### config.mk
export PLATFORM = sky130hd
export DESIGN_NAME = irq_status_ctrl
export DESIGN_NICKNAME = d
export VERILOG_FILES = /design/src/rtl/irq_status_pkg.sv /design/src/rtl/irq_flag_bank.sv /design/src/rtl/irq_mask_reg.sv /design/src/rtl/irq_release_ctrl.sv /design/src/rtl/irq_status_ctrl.sv
export SDC_FILE = /design/constraint.sdc
export NUM_CORES = 1
export LEC_CHECK = 0
export ABC_AREA = 1
export BUFFER_PORTS_ARGS = -buffer_cell sky130_fd_sc_hd__buf_2
export CORE_ASPECT_RATIO = 1.25
export CORE_MARGIN = 3
export CORE_UTILIZATION = 50
export DETAILED_ROUTE_END_ITERATION = 8
export GPL_ROUTABILITY_DRIVEN = 0
export PLACE_DENSITY_LB_ADDON = 0.12
export SETUP_SLACK_MARGIN = 0.02
export SYNTH_ARGS = -nofsm -noshare
export SYNTH_HDL_FRONTEND = slang
export SYNTH_HIERARCHICAL = 1
export SYNTH_SLANG_ARGS = --single-unit
### constraint.sdc
create_clock -name clk -period 1.45 [get_ports clk]
set_input_delay 0.0725 -clock clk [delete_from_list [all_inputs] [get_ports clk]]
set_output_delay 0.0725 -clock clk [all_outputs]
set_load 0.005 [all_outputs]
### src/rtl/irq_status_pkg.sv
package irq_status_pkg;

   typedef enum logic {
      REL_LIVE = 1'b0,
      REL_HELD = 1'b1
   } rel_state_e;

   function automatic logic addr_is(input logic [31:0] a, input logic [31:0] ref_addr);
      return a == ref_addr;
   endfunction

endpackage

### src/rtl/irq_flag_bank.sv
module irq_flag_bank #(
   parameter int NUM_FLAGS = 8
) (
   input  logic                 clk,
   input  logic                 rst_n,
   input  logic                 sw_rst,
   input  logic [NUM_FLAGS-1:0] evt_i,
   input  logic                 cap_i,
   input  logic                 clr_i,
   output logic [NUM_FLAGS-1:0] flags_o,
   output logic [NUM_FLAGS-1:0] flags_nxt_o,
   output logic [NUM_FLAGS-1:0] snap_o
);

   for (genvar i = 0; i < NUM_FLAGS; i++) begin : g_bit
      logic flag_q, snap_q, flag_d;

      always_comb begin
         if (sw_rst) flag_d = 1'b0;
         else        flag_d = (flag_q & ~clr_i) | evt_i[i];
      end

      always_ff @(posedge clk or negedge rst_n) begin
         if (!rst_n) begin
            flag_q <= 1'b0;
            snap_q <= 1'b0;
         end else begin
            flag_q <= flag_d;
            if (sw_rst)     snap_q <= 1'b0;
            else if (cap_i) snap_q <= flag_q;
         end
      end

      assign flags_o[i]     = flag_q;
      assign flags_nxt_o[i] = flag_d;
      assign snap_o[i]      = snap_q;
   end

   AST_FLAG_STICKY: assert property (@(posedge clk) disable iff (!rst_n)
      (!clr_i && !sw_rst) |=> (($past(flags_o) & ~flags_o) == '0));
   AST_EVT_CAPTURED: assert property (@(posedge clk) disable iff (!rst_n)
      (!sw_rst) |=> ((flags_o & $past(evt_i)) == $past(evt_i)));
   AST_CLR_TAKES: assert property (@(posedge clk) disable iff (!rst_n)
      (clr_i && !sw_rst) |=> ((flags_o & ~$past(evt_i)) == '0));

endmodule

### src/rtl/irq_mask_reg.sv
module irq_mask_reg #(
   parameter int NUM_FLAGS = 8
) (
   input  logic                 clk,
   input  logic                 rst_n,
   input  logic                 sw_rst,
   input  logic                 we_i,
   input  logic [NUM_FLAGS-1:0] wdata_i,
   output logic [NUM_FLAGS-1:0] mask_nxt_o
);

   logic [NUM_FLAGS-1:0] mask_q;

   always_comb begin
      if (sw_rst)    mask_nxt_o = '0;
      else if (we_i) mask_nxt_o = wdata_i;
      else           mask_nxt_o = mask_q;
   end

   always_ff @(posedge clk or negedge rst_n) begin
      if (!rst_n) mask_q <= '0;
      else        mask_q <= mask_nxt_o;
   end

   AST_MASK_LOAD: assert property (@(posedge clk) disable iff (!rst_n)
      (we_i && !sw_rst) |=> (mask_q == $past(wdata_i)));

endmodule

### src/rtl/irq_release_ctrl.sv
module irq_release_ctrl
   import irq_status_pkg::*;
(
   input  logic clk,
   input  logic rst_n,
   input  logic sw_rst,
   input  logic start_rd_i,
   input  logic xfer_end_i,
   input  logic pend_nxt_i,
   output logic irq_n_o
);

   rel_state_e state_q, state_d;
   logic       irq_n_d;

   always_comb begin
      if (sw_rst)          state_d = REL_LIVE;
      else if (start_rd_i) state_d = REL_HELD;
      else if (xfer_end_i) state_d = REL_LIVE;
      else                 state_d = state_q;
      irq_n_d = sw_rst | (state_d == REL_HELD) | ~pend_nxt_i;
   end

   always_ff @(posedge clk or negedge rst_n) begin
      if (!rst_n) begin
         state_q <= REL_LIVE;
         irq_n_o <= 1'b1;
      end else begin
         state_q <= state_d;
         irq_n_o <= irq_n_d;
      end
   end

   AST_RELEASE_ON_READ: assert property (@(posedge clk) disable iff (!rst_n)
      start_rd_i |=> irq_n_o);
   AST_HOLD_KEEPS_HIGH: assert property (@(posedge clk) disable iff (!rst_n)
      (state_q == REL_HELD && !xfer_end_i) |=> irq_n_o);
   AST_REEVAL_AT_END: assert property (@(posedge clk) disable iff (!rst_n)
      (state_q == REL_HELD && xfer_end_i && !start_rd_i && !sw_rst)
      |=> (irq_n_o != $past(pend_nxt_i)));

endmodule

### src/rtl/irq_status_ctrl.sv
module irq_status_ctrl
   import irq_status_pkg::*;
#(
   parameter int          NUM_FLAGS  = 8,
   parameter int          ADDR_W     = 7,
   parameter logic [31:0] STAT_ADDR  = 32'h19,
   parameter logic [31:0] RSTAT_ADDR = 32'h1A
) (
   input  logic                 clk,
   input  logic                 rst_n,
   input  logic                 sw_rst,
   input  logic [NUM_FLAGS-1:0] evt_i,
   input  logic                 mask_we,
   input  logic [NUM_FLAGS-1:0] mask_wdata,
   input  logic                 cmd_strobe,
   input  logic                 cmd_is_read,
   input  logic [ADDR_W-1:0]    cmd_addr,
   input  logic                 xfer_end,
   output logic                 irq_n,
   output logic [NUM_FLAGS-1:0] status_o
);

   localparam int ADDR_SPAN = 1 << ADDR_W;

   if (NUM_FLAGS < 1 || NUM_FLAGS > 32) begin : g_bad_width
      $error("NUM_FLAGS must lie in 1..32");
   end
   if (ADDR_W < 1 || ADDR_W > 16) begin : g_bad_addr_w
      $error("ADDR_W must lie in 1..16");
   end
   if (STAT_ADDR >= ADDR_SPAN || RSTAT_ADDR >= ADDR_SPAN || STAT_ADDR == RSTAT_ADDR) begin : g_bad_map
      $error("status addresses must be distinct and fit ADDR_W");
   end

   logic [31:0]          addr_ext;
   logic                 hit_plain, hit_clr, start_rd, start_clr, pend_nxt;
   logic [NUM_FLAGS-1:0] flags, flags_nxt, mask_nxt;

   assign addr_ext  = {{(32-ADDR_W){1'b0}}, cmd_addr};
   assign hit_plain = addr_is(addr_ext, STAT_ADDR);
   assign hit_clr   = addr_is(addr_ext, RSTAT_ADDR);
   assign start_rd  = cmd_strobe & cmd_is_read & (hit_plain | hit_clr);
   assign start_clr = cmd_strobe & cmd_is_read & hit_clr;
   assign pend_nxt  = |(flags_nxt & mask_nxt);

   irq_flag_bank #(.NUM_FLAGS(NUM_FLAGS)) u_flags (
      .clk         (clk),
      .rst_n       (rst_n),
      .sw_rst      (sw_rst),
      .evt_i       (evt_i),
      .cap_i       (start_rd),
      .clr_i       (start_clr),
      .flags_o     (flags),
      .flags_nxt_o (flags_nxt),
      .snap_o      (status_o)
   );

   irq_mask_reg #(.NUM_FLAGS(NUM_FLAGS)) u_mask (
      .clk        (clk),
      .rst_n      (rst_n),
      .sw_rst     (sw_rst),
      .we_i       (mask_we),
      .wdata_i    (mask_wdata),
      .mask_nxt_o (mask_nxt)
   );

   irq_release_ctrl u_rel (
      .clk        (clk),
      .rst_n      (rst_n),
      .sw_rst     (sw_rst),
      .start_rd_i (start_rd),
      .xfer_end_i (xfer_end),
      .pend_nxt_i (pend_nxt),
      .irq_n_o    (irq_n)
   );

   AST_SWRST_IDLE: assert property (@(posedge clk) disable iff (!rst_n)
      sw_rst |=> (irq_n && status_o == '0 && flags == '0));
   AST_OTHER_CMD_NO_RELEASE: assert property (@(posedge clk) disable iff (!rst_n)
      (cmd_strobe && !start_rd && !sw_rst && !xfer_end && irq_n == 1'b0 && evt_i == '0 && !mask_we)
      |=> !irq_n);

endmodule

==> flow_summary.html <==
<table>
<tr><th>Metric</th><th>Value</th></tr>
<tr><th colspan="2">Die</th></tr>
<tr><td>Die area</td><td>0.00342 sq mm</td></tr>
<tr><td>I/O Pins</td><td>39</td></tr>
<tr><td># rows</td><td>20</td></tr>
<tr><td>Area of the core</td><td>0.00253 sq mm</td></tr>
<tr><td>Effective utilization at floorplan</td><td>54.5%</td></tr>
<tr><td>Die Height</td><td>64.7 microns</td></tr>
<tr><td>Die width</td><td>52.9 microns</td></tr>
<tr><th colspan="2">Power</th></tr>
<tr><td>Clock share of power</td><td>33.3%</td></tr>
<tr><td>Sequential share of power</td><td>53.1%</td></tr>
<tr><td>NetSw</td><td>341 uW</td></tr>
<tr><td>Design Power</td><td>1.48 mW</td></tr>
<tr><td>Cell internal pwr</td><td>1.14 mW</td></tr>
<tr><td>Share of total power in combinational logic</td><td>13.6%</td></tr>
<tr><td>Switching Fraction</td><td>23.1%</td></tr>
<tr><td>Cell area power density</td><td>920 mW/mm^2</td></tr>
<tr><td>Max rail drop VDD</td><td>0.000623 V</td></tr>
<tr><td>Pleak</td><td>0.956 nW</td></tr>
<tr><th colspan="2">CTS</th></tr>
<tr><td>TritonCTS clock tree</td><td>done</td></tr>
<tr><td>Post CTS Setup Buffer Count</td><td>0</td></tr>
<tr><td>CTS HTree Levels</td><td>1</td></tr>
<tr><td>Clk Latency, worst-skew pair</td><td>0.32 ns</td></tr>
<tr><td>Clock-pin slew reported for the worst setup and hold paths after clock tree synthesis</td><td>0.14 ns</td></tr>
<tr><td>Clock tree root buffer cell</td><td>sky130_fd_sc_hd__clkbuf_4</td></tr>
<tr><td>Count of clock tree sinks</td><td>26</td></tr>
<tr><td>Number of buffers between clock root and the deepest sink</td><td>2</td></tr>
<tr><td>Total clock buffers created by CTS</td><td>3</td></tr>
<tr><th colspan="2">Finish</th></tr>
<tr><td>Proportion of layout cells with a drive suffix above 1</td><td>26.1%</td></tr>
<tr><td>Antenna diode instance count</td><td>0</td></tr>
<tr><td>Area grow syn2layout</td><td>16.6%</td></tr>
<tr><td>Fill count</td><td>238</td></tr>
<tr><td>Number of non-filler instances in the completed layout</td><td>244</td></tr>
<tr><td>Fin area</td><td>0.00161 sq mm</td></tr>
<tr><td>Net total in the final layout</td><td>242</td></tr>
<tr><th colspan="2">Timing</th></tr>
<tr><td>Portion of the clock cycle consumed by the worst path in the final layout</td><td>74.6%</td></tr>
<tr><td>Setup repair after global routing missed its margin</td><td>no</td></tr>
<tr><td>Min Clock Period, post-route</td><td>1.08 ns</td></tr>
<tr><td>Total count of max-transition violations in the final report</td><td>0</td></tr>
<tr><td>Final worst hold slack</td><td>0.0375 ns</td></tr>
<tr><td>Maximum achievable frequency</td><td>0.925 GHz</td></tr>
<tr><td>Number of setup violations in the final report</td><td>0</td></tr>
<tr><td>Clock skew</td><td>0.00426 ns</td></tr>
<tr><td>Final hold viol count</td><td>0</td></tr>
<tr><td>Actual transition at the worst max-transition pin</td><td>0.568 ns</td></tr>
<tr><td>Max-slew headroom</td><td>62.1%</td></tr>
<tr><td>Setup TNS after final layout</td><td>0 ns</td></tr>
<tr><th colspan="2">Worst hold path</th></tr>
<tr><td>Worst hold path depth</td><td>5</td></tr>
<tr><td>Worst Hold Endpoint</td><td>u_mask/mask_q[7]</td></tr>
<tr><td>Startpoint of the most critical hold path</td><td>mask_wdata[7]</td></tr>
<tr><td>Worst hold path type</td><td>input pin to flop</td></tr>
<tr><th colspan="2">Route</th></tr>
<tr><td>DRT iter0 DRCs</td><td>17</td></tr>
<tr><td>DRC violation count after routing</td><td>0</td></tr>
<tr><td>Number of vias in the routed layout</td><td>1118</td></tr>
<tr><td>Drt via density</td><td>4.58</td></tr>
<tr><td>Average routed wire per standard cell</td><td>10.1 microns</td></tr>
<tr><td>Antenna viol nets, final</td><td>0</td></tr>
<tr><td>Number of iterations in the first detailed-routing pass</td><td>4</td></tr>
<tr><td>Total Routed Length</td><td>2470 microns</td></tr>
<tr><th colspan="2">Yosys</th></tr>
<tr><td>Gate count after technology mapping</td><td>178</td></tr>
<tr><td>Yosys warnings</td><td>6</td></tr>
<tr><td>Mapped Nets</td><td>208</td></tr>
<tr><td>Mapped Avg Cell Area</td><td>7.73 sq um</td></tr>
<tr><td>Post-Synthesis Cell Area</td><td>0.00138 sq mm</td></tr>
<tr><th colspan="2">Placement</th></tr>
<tr><td>Port Buf Inserts</td><td>38</td></tr>
<tr><td>Placed Instances</td><td>229</td></tr>
<tr><td>Area after DPL</td><td>0.00144 sq mm</td></tr>
<tr><td>Half-perimeter wire length after placement</td><td>1860 microns</td></tr>
<tr><th colspan="2">Critical path</th></tr>
<tr><td>Setup slack on the worst flop-to-flop path</td><td>0.37 ns</td></tr>
<tr><td>Element type at the critical path start</td><td>flop</td></tr>
<tr><td>Crit. End Element</td><td>flop</td></tr>
<tr><td>Reg2reg end</td><td>u_rel/irq_n_o</td></tr>
<tr><td>R2r worst-path depth</td><td>9</td></tr>
<tr><td>Data required time of the worst path</td><td>1.72 ns</td></tr>
<tr><td>Peak fanout along the critical path</td><td>2</td></tr>
<tr><td>Setup Crit Path Kind</td><td>flop to flop</td></tr>
<tr><td>Beginning of the worst register-to-register path</td><td>u_flags/g_bit[4].flag_q</td></tr>
<tr><td>Crit path arrival time</td><td>1.35 ns</td></tr>
<tr><th colspan="2">Status</th></tr>
<tr><td>Result of the run</td><td>finished clean</td></tr>
<tr><th colspan="2">GRT</th></tr>
<tr><td>Global-route wire length before repair</td><td>4220 microns</td></tr>
<tr><td>Remaining global-route overflow</td><td>0</td></tr>
<tr><td>Antenna violations before repair</td><td>0</td></tr>
<tr><td>Overall routing resource usage</td><td>16.3%</td></tr>
<tr><td>Via count of the first global-routing pass</td><td>1082</td></tr>
<tr><td>Pin count of the biggest net entering global routing</td><td>27</td></tr>
<tr><th colspan="2">Flow run</th></tr>
<tr><td>Count of maximum capacitance violations</td><td>0</td></tr>
</table>
## state kept, by name, summed over array words and instances, names as in the netlist
register / flops
u_flags/g_bit.flag_q: 8
u_flags/g_bit.snap_q: 8
u_mask/mask_q: 8
u_rel/irq_n_o: 1
u_rel/state_q: 1
## worst max-delay path by stage
stage,start,to,slack (ns),cells past startpoint
finish,u_flags/g_bit[4].flag_q,u_rel/irq_n_o,0.37,9
global route,u_mask/mask_q[5],u_rel/irq_n_o,0.27,9
CTS,u_flags/g_bit[4].flag_q,u_rel/irq_n_o,0.35,9
detailed placement,cmd_addr[2],u_rel/irq_n_o,0.09,14
global placement,cmd_addr[2],u_rel/irq_n_o,0.12,14
floorplan,cmd_addr[3],u_rel/irq_n_o,0.27,15
## metal layers
metal / vias to the layer above / wire length [microns] / global-route usage, % / share of wire [%]
met5: - / 0 / 0 / 0
met3: 4 / 146 / 2.07 / 5.9
li1: 583 / - / - / -
met1: 498 / 1010 / 17.5 / 41
met4: 0 / 31 / 6.71 / 1.3
met2: 33 / 1280 / 30.7 / 52
## stage by stage
stage                     utilization, %  setup slack [ns]
after CTS                           63.5             0.350
after floorplan                        -             0.268
after global routing                63.5             0.268
final                               63.5             0.369
after global placement              57.1             0.123
after detailed placement            57.1            0.0912
## worst max-delay path, stage by stage, from the launching register on
cell and delay (ns):
sky130_fd_sc_hd__dfrtp_1 0.42, sky130_fd_sc_hd__nand3_1 0.09, sky130_fd_sc_hd__nand2_1 0.07, sky130_fd_sc_hd__nand2_1 0.07
sky130_fd_sc_hd__nand2_1 0.04, sky130_fd_sc_hd__nor2_1 0.12, sky130_fd_sc_hd__nand2_1 0.07, sky130_fd_sc_hd__inv_1 0.05
sky130_fd_sc_hd__nor2_1 0.03, sky130_fd_sc_hd__nand3_1 0.07
## layout make-up
class / instances / area, sq um / share of cell area (%)
tap: 33 / 41.3 / 2.57
inverter: 20 / 76.3 / 4.75
multi-input combinational: 111 / 475 / 29.6
sequential: 26 / 652 / 40.6
clock buffer: 3 / 22.5 / 1.40
timing repair buffer: 50 / 308 / 19.2
clock inverter: 1 / 30.0 / 1.87
## layout by cell type, fill, tap and decap left out
cell type	instances
sky130_fd_sc_hd__nand2_1	65
sky130_fd_sc_hd__buf_2	38
sky130_fd_sc_hd__dfrtp_1	25
sky130_fd_sc_hd__nor2_1	20
sky130_fd_sc_hd__inv_1	18
sky130_fd_sc_hd__nand3_1	17
sky130_fd_sc_hd__dlygate4sd3_1	11
sky130_fd_sc_hd__nor2_2	3
sky130_fd_sc_hd__clkbuf_4	3
sky130_fd_sc_hd__nand3_2	2
sky130_fd_sc_hd__nand2_2	2
sky130_fd_sc_hd__bufinv_16	1
sky130_fd_sc_hd__buf_4	1
sky130_fd_sc_hd__inv_2	1
sky130_fd_sc_hd__clkinv_2	1
sky130_fd_sc_hd__nor2_4	1
sky130_fd_sc_hd__a21oi_2	1
sky130_fd_sc_hd__dfstp_2	1
## power groups by stage
stage                     registers, mW  clock network [mW]  logic, mW
after floorplan                   0.792                   0      0.141
after global placement            0.798                   0      0.176
after detailed placement          0.799                   0      0.181
after CTS                         0.785               0.517      0.204
after global routing              0.789               0.541      0.231
final                             0.785               0.491      0.201
## repair_timing
action                                 CTS  global route
resized for setup                        0             0
hold buffers                            11             0
endpoints found under the hold margin   35             0
(Power assumes the default switching activity.)
